$ cat src/rtl/xlat_pkg.sv
package xlat_pkg;

   typedef enum logic [2:0] {
      ST_IDLE,
      ST_L1_RD,
      ST_L1_WAIT,
      ST_L2_RD,
      ST_L2_WAIT,
      ST_RESP
   } walk_st_t;

   typedef enum logic [1:0] {
      SZ_SMALL = 2'd0,
      SZ_LARGE = 2'd1,
      SZ_SECT  = 2'd2
   } map_sz_t;

   typedef enum logic [1:0] {
      K1_FAULT,
      K1_TABLE,
      K1_SECTION
   } l1_kind_t;

   typedef enum logic [1:0] {
      K2_FAULT,
      K2_LARGE,
      K2_SMALL
   } l2_kind_t;

endpackage

$ cat src/rtl/xlat_l1_addr.sv
module xlat_l1_addr #(
   parameter int AW      = 32,
   parameter int IDX_W   = 12,
   parameter bit ALIGNED = 1'b0
) (
   input  logic [AW-1:0]    base,
   input  logic [IDX_W-1:0] idx,
   output logic [AW-1:0]    addr
);
   localparam int PAD_W = AW - IDX_W - 2;

   if (PAD_W < 0) begin : g_bad_width
      $error("xlat_l1_addr: index does not fit the address width");
   end

   if (ALIGNED) begin : g_concat
      // base assumed aligned to the table size: no carry chain
      assign addr = {base[AW-1:IDX_W+2], idx, 2'b00};
   end else begin : g_adder
      assign addr = base + {{PAD_W{1'b0}}, idx, 2'b00};
   end
endmodule

$ cat src/rtl/xlat_l1_decode.sv
module xlat_l1_decode
   import xlat_pkg::*;
#(
   parameter int AW       = 32,
   parameter int SECT_SH  = 20,
   parameter int SPAGE_SH = 12,
   parameter int L2_AL_SH = 10
) (
   input  logic [AW-1:0] desc,
   input  logic [AW-1:0] va,
   output l1_kind_t      kind,
   output logic [AW-1:0] sect_pa,
   output logic [AW-1:0] l2_addr
);
   localparam int L2_IDX_W = SECT_SH - SPAGE_SH;

   if (L2_IDX_W + 2 != L2_AL_SH) begin : g_bad_align
      $error("xlat_l1_decode: second-level table size must equal its alignment");
   end

   always_comb begin
      unique case (desc[1:0])
         2'b01:   kind = K1_TABLE;
         2'b10:   kind = K1_SECTION;
         default: kind = K1_FAULT;
      endcase
   end

   assign sect_pa = {desc[AW-1:SECT_SH], va[SECT_SH-1:0]};
   // alignment equals table size, so the index concatenates below the base
   assign l2_addr = {desc[AW-1:L2_AL_SH], va[SECT_SH-1:SPAGE_SH], 2'b00};
endmodule

$ cat src/rtl/xlat_l2_decode.sv
module xlat_l2_decode
   import xlat_pkg::*;
#(
   parameter int AW       = 32,
   parameter int LPAGE_SH = 16,
   parameter int SPAGE_SH = 12
) (
   input  logic [AW-1:0] desc,
   input  logic [AW-1:0] va,
   output l2_kind_t      kind,
   output logic [AW-1:0] pa
);
   if (LPAGE_SH <= SPAGE_SH) begin : g_bad_sizes
      $error("xlat_l2_decode: large page must exceed small page");
   end

   always_comb begin
      if (desc[1]) begin
         kind = K2_SMALL;
         pa   = {desc[AW-1:SPAGE_SH], va[SPAGE_SH-1:0]};
      end else if (desc[0]) begin
         kind = K2_LARGE;
         pa   = {desc[AW-1:LPAGE_SH], va[LPAGE_SH-1:0]};
      end else begin
         kind = K2_FAULT;
         pa   = '0;
      end
   end
endmodule

$ cat src/rtl/xlat_walker.sv
module xlat_walker
   import xlat_pkg::*;
#(
   parameter int AW          = 32,
   parameter int SECT_SH     = 20,
   parameter int LPAGE_SH    = 16,
   parameter int SPAGE_SH    = 12,
   parameter int L2_AL_SH    = 10,
   parameter bit BASE_ALIGNED = 1'b0
) (
   input  logic          clk,
   input  logic          rst_n,
   input  logic          req_valid,
   output logic          req_ready,
   input  logic [AW-1:0] req_vaddr,
   input  logic [AW-1:0] req_table_base,
   output logic          mem_rd_en,
   output logic [AW-1:0] mem_rd_addr,
   input  logic          mem_rd_valid,
   input  logic [AW-1:0] mem_rd_data,
   output logic          rsp_valid,
   output logic          rsp_fault,
   output logic          rsp_fault_lvl2,
   output logic [1:0]    rsp_size,
   output logic [AW-1:0] rsp_paddr,
   output logic [AW-1:0] rsp_vaddr
);
   localparam int L1_IDX_W = AW - SECT_SH;

   if (AW != 32) begin : g_bad_aw
      $error("xlat_walker: descriptors are one 32-bit word");
   end
   if (!(SECT_SH > LPAGE_SH && LPAGE_SH > SPAGE_SH && SPAGE_SH > L2_AL_SH)) begin : g_bad_order
      $error("xlat_walker: granule shifts out of order");
   end

   walk_st_t      st_q;
   logic [AW-1:0] va_q, base_q, l2_addr_q;
   logic          fault_q, lvl2_q;
   logic [1:0]    size_q;
   logic [AW-1:0] pa_q;

   logic [AW-1:0] l1_addr;
   l1_kind_t      k1;
   logic [AW-1:0] sect_pa, l2_addr;
   l2_kind_t      k2;
   logic [AW-1:0] page_pa;

   xlat_l1_addr #(.AW(AW), .IDX_W(L1_IDX_W), .ALIGNED(BASE_ALIGNED)) u_l1_addr (
      .base (base_q),
      .idx  (va_q[AW-1:SECT_SH]),
      .addr (l1_addr)
   );

   xlat_l1_decode #(.AW(AW), .SECT_SH(SECT_SH), .SPAGE_SH(SPAGE_SH), .L2_AL_SH(L2_AL_SH)) u_l1_dec (
      .desc    (mem_rd_data),
      .va      (va_q),
      .kind    (k1),
      .sect_pa (sect_pa),
      .l2_addr (l2_addr)
   );

   xlat_l2_decode #(.AW(AW), .LPAGE_SH(LPAGE_SH), .SPAGE_SH(SPAGE_SH)) u_l2_dec (
      .desc (mem_rd_data),
      .va   (va_q),
      .kind (k2),
      .pa   (page_pa)
   );

   always_ff @(posedge clk) begin
      if (!rst_n) begin
         st_q      <= ST_IDLE;
         va_q      <= '0;
         base_q    <= '0;
         l2_addr_q <= '0;
         fault_q   <= 1'b0;
         lvl2_q    <= 1'b0;
         size_q    <= 2'd0;
         pa_q      <= '0;
      end else begin
         unique case (st_q)
            ST_IDLE: begin
               if (req_valid) begin
                  va_q   <= req_vaddr;
                  base_q <= req_table_base;
                  st_q   <= ST_L1_RD;
               end
            end
            ST_L1_RD: st_q <= ST_L1_WAIT;
            ST_L1_WAIT: begin
               if (mem_rd_valid) begin
                  unique case (k1)
                     K1_SECTION: begin
                        fault_q <= 1'b0;
                        lvl2_q  <= 1'b0;
                        size_q  <= SZ_SECT;
                        pa_q    <= sect_pa;
                        st_q    <= ST_RESP;
                     end
                     K1_TABLE: begin
                        l2_addr_q <= l2_addr;
                        st_q      <= ST_L2_RD;
                     end
                     default: begin
                        fault_q <= 1'b1;
                        lvl2_q  <= 1'b0;
                        size_q  <= SZ_SMALL;
                        pa_q    <= '0;
                        st_q    <= ST_RESP;
                     end
                  endcase
               end
            end
            ST_L2_RD: st_q <= ST_L2_WAIT;
            ST_L2_WAIT: begin
               if (mem_rd_valid) begin
                  fault_q <= (k2 == K2_FAULT);
                  lvl2_q  <= (k2 == K2_FAULT);
                  size_q  <= (k2 == K2_LARGE) ? SZ_LARGE : SZ_SMALL;
                  pa_q    <= page_pa;
                  st_q    <= ST_RESP;
               end
            end
            default: st_q <= ST_IDLE;
         endcase
      end
   end

   assign req_ready      = (st_q == ST_IDLE);
   assign mem_rd_en      = (st_q == ST_L1_RD) || (st_q == ST_L2_RD);
   assign mem_rd_addr    = (st_q == ST_L2_RD) ? l2_addr_q : l1_addr;
   assign rsp_valid      = (st_q == ST_RESP);
   assign rsp_fault      = rsp_valid & fault_q;
   assign rsp_fault_lvl2 = rsp_valid & lvl2_q;
   assign rsp_size       = rsp_valid ? size_q : 2'd0;
   assign rsp_paddr      = rsp_valid ? pa_q : '0;
   assign rsp_vaddr      = va_q;

   // every descriptor read strobe lasts a single cycle
   p_rd_single_r9: assert property (@(posedge clk) disable iff (!rst_n)
      mem_rd_en |=> !mem_rd_en);

   // response is a pulse and the walker is ready right after it
   p_rsp_pulse_r10: assert property (@(posedge clk) disable iff (!rst_n)
      rsp_valid |=> (!rsp_valid && req_ready));

   // no readiness while a read or response is in flight
   p_busy_r1: assert property (@(posedge clk) disable iff (!rst_n)
      (mem_rd_en || rsp_valid) |-> !req_ready);

   // sections keep the low 20 virtual bits
   p_sect_off_r3: assert property (@(posedge clk) disable iff (!rst_n)
      (rsp_valid && !rsp_fault && rsp_size == SZ_SECT) |->
         rsp_paddr[SECT_SH-1:0] == rsp_vaddr[SECT_SH-1:0]);

   // large pages keep the low 16 virtual bits
   p_large_off_r7: assert property (@(posedge clk) disable iff (!rst_n)
      (rsp_valid && !rsp_fault && rsp_size == SZ_LARGE) |->
         rsp_paddr[LPAGE_SH-1:0] == rsp_vaddr[LPAGE_SH-1:0]);

   // small pages keep the low 12 virtual bits
   p_small_off_r8: assert property (@(posedge clk) disable iff (!rst_n)
      (rsp_valid && !rsp_fault && rsp_size == SZ_SMALL) |->
         rsp_paddr[SPAGE_SH-1:0] == rsp_vaddr[SPAGE_SH-1:0]);

   // faults carry no physical address
   p_fault_zero_r10: assert property (@(posedge clk) disable iff (!rst_n)
      (rsp_valid && rsp_fault) |-> (rsp_paddr == '0 && rsp_size == 2'd0));
endmodule

$ cat config.mk
export PLATFORM = sky130hd
export DESIGN_NAME = xlat_walker
export DESIGN_NICKNAME = d
export VERILOG_FILES = /design/src/rtl/xlat_pkg.sv /design/src/rtl/xlat_l1_addr.sv /design/src/rtl/xlat_l1_decode.sv /design/src/rtl/xlat_l2_decode.sv /design/src/rtl/xlat_walker.sv
export SDC_FILE = /design/constraint.sdc
export NUM_CORES = 1
export LEC_CHECK = 0
export ABC_AREA = 1
export BUFFER_PORTS_ARGS = -buffer_cell sky130_fd_sc_hd__buf_2
export CORE_MARGIN = 2
export CORE_UTILIZATION = 47
export CTS_CLUSTER_SIZE = 24
export DETAILED_ROUTE_END_ITERATION = 16
export PLACE_DENSITY = 0.76
export SLEW_MARGIN = 10
export SYNTH_ARGS = -nofsm -noshare
export SYNTH_HDL_FRONTEND = slang
export SYNTH_SLANG_ARGS = --single-unit
$ cat constraint.sdc
create_clock -name clk -period 2.1 [get_ports clk]
set_input_delay 0.42 -clock clk [delete_from_list [all_inputs] [get_ports clk]]
set_output_delay 0.42 -clock clk [all_outputs]
set_load 0.1 [all_outputs]
Word-level counts from Yosys, hierarchy flattened
Index checks and enable logic that the tools add are counted.
{"block": "totals", "in_bits": 100, "ff_bits": 133, "wordCells": 62}
{"block": "op_classes", "n_mux": 29, "eq_ne": 14, "n_addsub": 1, "bitwise": 2, "n_reduce_logical": 8}
{"cell": "2-to-1 mux 32 bit", "n": 6}
{"cell": "case mux 32 bit (2 select lines)", "n": 2}
{"cell": "adder 32 x 14 -> 32 bit", "n": 1}
{"cell": "case mux 3 bit (5 select lines)", "n": 1}
{"cell": "2-to-1 mux 3 bit", "n": 4}
{"cell": "case mux 2 bit (2 select lines)", "n": 3}
{"cell": "2-to-1 mux 2 bit", "n": 4}
{"cell": "inequality test 2 bit (second input constant)", "n": 4}
{"cell": "== test 2 x 1 -> 1 bit (second input constant)", "n": 3}
{"cell": "== test 3 x 2 -> 1 bit (second input constant)", "n": 2}
{"cell": "== test 3 bit (second input constant)", "n": 2}
{"cell": "2-to-1 mux 1 bit", "n": 6}
{"cell": "case mux 1 bit (2 select lines)", "n": 3}
{"cell": "AND reduction 3 bit", "n": 2}
{"cell": "== test 2 bit (second input constant)", "n": 2}
{"cell": "AND reduction 4 bit", "n": 1}
{"cell": "== test 3 x 1 -> 1 bit (second input constant)", "n": 1}
{"cell": "zero test 3 bit", "n": 1}
{"cell": "AND 1 bit", "n": 2}
{"cell": "zero test 2 bit", "n": 1}
{"cell": "AND reduction 2 bit", "n": 1}
{"cell": "nonzero test 2 bit", "n": 1}
{"cell": "logical OR 1 bit", "n": 1}

Logic depth before layout (Yosys ltp)
{"block": "depth", "ltp_word": 6, "mapped_depth": 13, "depth_no_buf": 13}

By module
From an unflattened synthesis, not the netlist that was laid out.
{"block": "hier_totals", "cells_unflattened": 1329, "area_unflattened_um2": 8388.0}
{"module": "xlat_walker", "area_per_inst_um2": 6099.6, "instances": 1, "cells_per_inst": 878, "seq_area_each_um2": 2702.6}
{"module": "xlat_l1_addr", "area_per_inst_um2": 1440.1, "instances": 1, "cells_per_inst": 306, "seq_area_each_um2": 0.0}
{"module": "xlat_l1_decode", "area_per_inst_um2": 499.2, "instances": 1, "cells_per_inst": 69, "seq_area_each_um2": 0.0}
{"module": "xlat_l2_decode", "area_per_inst_um2": 349.1, "instances": 1, "cells_per_inst": 76, "seq_area_each_um2": 0.0}

Worst setup path before layout
OpenSTA, ideal clock, no wires.
{"block": "synth_timing", "path_kind": "reg2out", "startpoint": "register va_q[20], in the netlist rsp_vaddr[20]", "endpoint": "output mem_rd_addr[14]", "path_stages_with_launch": 9, "arrival_time_ps": 4278, "required_ps": 1680, "path_buffers": 0, "path_slack_ps": -2598, "cell_sequence": "dfxtp_1 -> ha_1 -> fa_1 -> nand3_1 -> nand3_1 -> nand3_1 -> nand3_1 -> o21ai_0 -> o21ai_0"}
{"block": "synth_via", "elab_chain_len": 2}
{"element": "start, declared", "line_no": "xlat_walker.sv:38", "source": "logic [AW-1:0] va_q, base_q, l2_addr_q;"}
{"element": "start signal, assigned", "line_no": "xlat_walker.sv:84", "source": "va_q <= req_vaddr;"}
{"element": "adder 32 x 14 -> 32 bit", "line_no": "xlat_l1_addr.sv:20", "source": "assign addr = base + {{PAD_W{1'b0}}, idx, 2'b00};"}
{"element": "2-to-1 mux 32 bit", "line_no": "xlat_walker.sv:131", "source": "assign mem_rd_addr = (st_q == ST_L2_RD) ? l2_addr_q : l1_addr;"}
{"element": "end, declared", "line_no": "xlat_walker.sv:18", "source": "output logic [AW-1:0] mem_rd_addr,"}
Every way passes these cells.

Worst setup path in the final report
{"block": "layout_timing", "startpoint": "register base_q[14]", "endpoint": "output mem_rd_addr[30]"}
{"block": "layout_via", "elab_chain_len": 2}
{"element": "start, declared", "line_no": "xlat_walker.sv:38"}
{"element": "start signal, assigned", "line_no": "xlat_walker.sv:85", "source": "base_q <= req_table_base;"}
{"element": "adder 32 x 14 -> 32 bit", "line_no": "xlat_l1_addr.sv:20"}
{"element": "2-to-1 mux 32 bit", "line_no": "xlat_walker.sv:131"}
Every way passes these cells.

==> results.json <==
{
  "grt_pass1_wl_um": 40620,
  "grt_pass1_vias": 7912,
  "grt_use_met1": 0.4099,
  "ir_worst_vdd_v": 0.001296,
  "synth_edf_count": 0,
  "synth.area.top_cells": "dfxtp_1, nand2_1, nor2_1, a21oi_1, inv_1",
  "setup_violations": 65,
  "worst_ep_required_time_ps": 1680,
  "row_count": 43,
  "syn_to_final_growth_pct": 80.77,
  "top_usage_layer": "met2",
  "gr-usage-met3": 0.07280,
  "synth_area_sq_mm": 0.006787,
  "async_flop_share": 0,
  "end_kind": "output port",
  "critical_path.n_buffers_inverters": 1,
  "synth_top_area_cell": "dfxtp_1",
  "cts_buffers": 17,
  "grt_max_degree": 63,
  "wire_per_inst_um": 20.41,
  "fin_skew_ps": 8.509,
  "vias_per_cell": 5.882,
  "max-slew-margin-rel": 0.5351,
  "cp_common_cell": "nand2_1",
  "layout.cells.non_filler": 1458,
  "start_kind": "flip-flop",
  "max_stage_delay_ps": 460,
  "ys_dominant_reg_cell": "dfxtp_1",
  "p_leak_nw": 5.281,
  "die-area_sq_mm": 0.01542,
  "yosys.cell_types.count": 36,
  "postRouteAntennaNets": 0,
  "slowest_stage": "dfxtp_2",
  "grt.total_usage": 0.3451,
  "firstDrtPassIters": 7,
  "post-route-util": 0.8770,
  "die_h_um": 124.2,
  "drive_above_1_share": 0.4671,
  "crit_family": "simple AND/OR/NAND/NOR gates",
  "post-place-cells": 1406,
  "finalWirelength_um": 29760,
  "power_switching_w": 0.007869,
  "clk_pin_slew_ps": 60,
  "grt_overflow": 0,
  "ctsLongestPathBuffers": 2,
  "max_freq_mhz": 354.5,
  "cts_tree": "done",
  "hold_viol": 0,
  "violations": "negative setup slack",
  "htreeDepth": 4,
  "coreArea_sq_mm": 0.01399,
  "period_needed_ps": 2821,
  "pwr-share-comb": 0.584,
  "dp_hpwl_um": 16830,
  "dr.first_iter.drc_count": 1013,
  "io_pins": 203,
  "antenna_found_initial": 0,
  "clkPwrFrac": 0.195,
  "setup_slack_ps": -721.1,
  "internal_power_w": 0.007688,
  "crit_arrival_ps": 2400,
  "yosysWarningCount": 0,
  "drv_slew": 0,
  "grtUsageMet2": 0.6151,
  "status": "finished, violations left",
  "critical_path.cell_chain": "nand2_1 -> nor3_1 -> nand2_1 -> nor2_1 -> nand2_1 -> nand2_1 -> nand2_1 -> nand2_2 -> nand2_8 -> buf_12",
  "start_util": 0.4852,
  "root_buffer": "clkbuf_16",
  "io_buffers": 194,
  "cap_violations": 0,
  "cts_sinks": 133,
  "vias": 8576,
  "synthDominantCellAreaShare": 0.3923,
  "seqPwrFrac": 0.220,
  "crit_fanout": 7,
  "globalplace.congestion": 0.9311,
  "n_antenna_cell": 0,
  "synth.avg_cell_area_sq_um": 6.673,
  "ctsHoldBuffers": 0,
  "crit_type": "reg2out",
  "rsz0062_at_grt": "true",
  "synthCells": 1017,
  "yosysSeqAreaShare": 0.3923,
  "sw_frac_of_total": 0.5058,
  "finalCritPeriodShare": 1.343,
  "ys_seq_elements": 133,
  "syn-num-nets": 1130,
  "die_w_um": 124.2,
  "clk_latency_ps": 440,
  "hp-class": "in2reg",
  "nNetsFinal": 1378,
  "power.total_w": 0.01556,
  "tightestPinTransition_ps": 696.4,
  "drc": 0,
  "p_per_area_mw_per_mm2": 1268
}
[registers in the layout, summed over array words and instances (netlist names)]
register / flops
rsp_vaddr: 32
size_q: 2
lvl2_q: 1
l2_addr_q: 30
fault_q: 1
base_q: 32
pa_q: 32
st_q: 3
[cells by family (layout without fill, tap and decap cells)]
| kind of cell | Yosys count | in the layout | synth area share |
|---|---|---|---|
| flops | 133 | 133 | 0.3923 |
| fa+ha+maj | 13 | 13 | 0.02507 |
| buf+inv | 177 | 437 | 0.1095 |
| compound gates | 207 | 207 | 0.1681 |
| simple gates | 479 | 480 | 0.2946 |
| xor+xnor | 8 | 8 | 0.01032 |
[synth_stat cells (12+ instances only)]
master    number
a21oi_1       93
a22oi_1       23
buf_2         14
clkbuf_1      28
dfxtp_1      133
ha_1          12
inv_1        114
nand2_1      235
nand3_1       85
nor2_1       129
o21ai_0       70
[per-layer routing]
layer / routed length (um) / part of all wire / up-vias
met3: 2661 / 0.089 / 170
met1: 10650 / 0.36 / 4044
met5: 0 / 0 / -
met2: 14950 / 0.50 / 561
met4: 1507 / 0.051 / 0
li1: - / - / 3801
[stage by stage]
stage | hold slack, ps | TNS [ps] | area (sq um) | worst slack [ps]
6_report | 226.6 | -20250 | 12270 | -721.1
5_1_grt | 232.7 | -23690 | 12270 | -771.4
4_1_cts | 212.8 | -14570 | 11810 | -589.2
3_5_place_dp | 456.3 | -3241 | 10730 | -226.1
3_3_place_gp | 451.7 | -2594 | 10730 | -194.7
2_1_floorplan | 443.5 | -17540 | 8335 | -432.3
[path summary, 6_finish.rpt]
check | from | to | slack, ps | cells after the start
max | base_q[14] | mem_rd_addr[30] | -720 | 10
min | mem_rd_data[29] | l2_addr_q[29] | 230 | 3
max reg2reg | st_q[1] | base_q[15] | 200 | 8
min reg2reg | pa_q[18] | pa_q[18] | 480 | 2
[cells in the final DEF (no fill, tap or decap), types with 3 or more instances in the layout]
| cell type | synthesis | final |
|---|---|---|
| clkinv_2 | 1 | 4 |
| dfxtp_4 | 0 | 15 |
| buf_6 | 8 | 8 |
| inv_6 | 0 | 4 |
| nand3_4 | 1 | 25 |
| dfxtp_1 | 133 | 109 |
| nor3_1 | 8 | 6 |
| nor2_4 | 3 | 54 |
| nand3_2 | 0 | 15 |
| a22oi_1 | 23 | 23 |
| ha_4 | 0 | 12 |
| nand3_1 | 85 | 47 |
| nor2_2 | 1 | 4 |
| buf_16 | 0 | 3 |
| inv_4 | 0 | 4 |
| clkinv_4 | 0 | 5 |
| o21ai_1 | 5 | 6 |
| a21oi_2 | 1 | 3 |
| nand2_2 | 2 | 49 |
| o32ai_1 | 4 | 4 |
| or2_4 | 0 | 3 |
| nand2_8 | 0 | 27 |
| buf_4 | 0 | 67 |
| dfxtp_2 | 0 | 9 |
| buf_2 | 14 | 124 |
| o21ai_4 | 0 | 8 |
| nand2_1 | 235 | 134 |
| a21oi_1 | 93 | 89 |
| a31oi_1 | 7 | 5 |
| clkbuf_16 | 0 | 20 |
| nor3_2 | 1 | 3 |
| nand2_4 | 0 | 27 |
| nor2_1 | 129 | 75 |
| xnor2_4 | 0 | 4 |
| inv_1 | 114 | 108 |
| nand4_1 | 8 | 8 |
| buf_12 | 0 | 74 |
| inv_2 | 7 | 8 |
| o21ai_0 | 70 | 61 |
[power by group through the flow]
stage | registers (W) | clock network (W) | logic, W
after detailed placement | 0.00342 | 0 | 0.00825
after global placement | 0.00340 | 0 | 0.00816
after global routing | 0.00346 | 0.00312 | 0.00942
after CTS | 0.00337 | 0.00300 | 0.00860
after floorplan | 0.00437 | 0 | 0.00495
final | 0.00343 | 0.00304 | 0.00909
[what timing repair did]
item	4_1_cts	5_1_grt
gates resized for setup	73	90
endpoints found under the setup margin	61	70
pin swaps	43	55
setup buffers	7	9
gates cloned	5	2
[area by class of cell]
type,instances,area (sq um)
tap,180,225.2
clock inverter,12,115.1
timing repair buffer,280,2868
timing repair inverter,1,16.27
inverter,124,511.7
fill,704,1720
multi-input combinational,708,5324
sequential,133,2730
clock buffer,20,478.0
[worst reg2reg max path: stages, from the launching register on]
cell	delay (ps)
dfxtp_4	410
buf_4	130
nor2_1	40
nand2_1	120
clkinvlp_4	250
nand2_2	170
buf_12	260
o21ai_0	240
a21oi_1	210
Power figures use the tool's default switching activity.
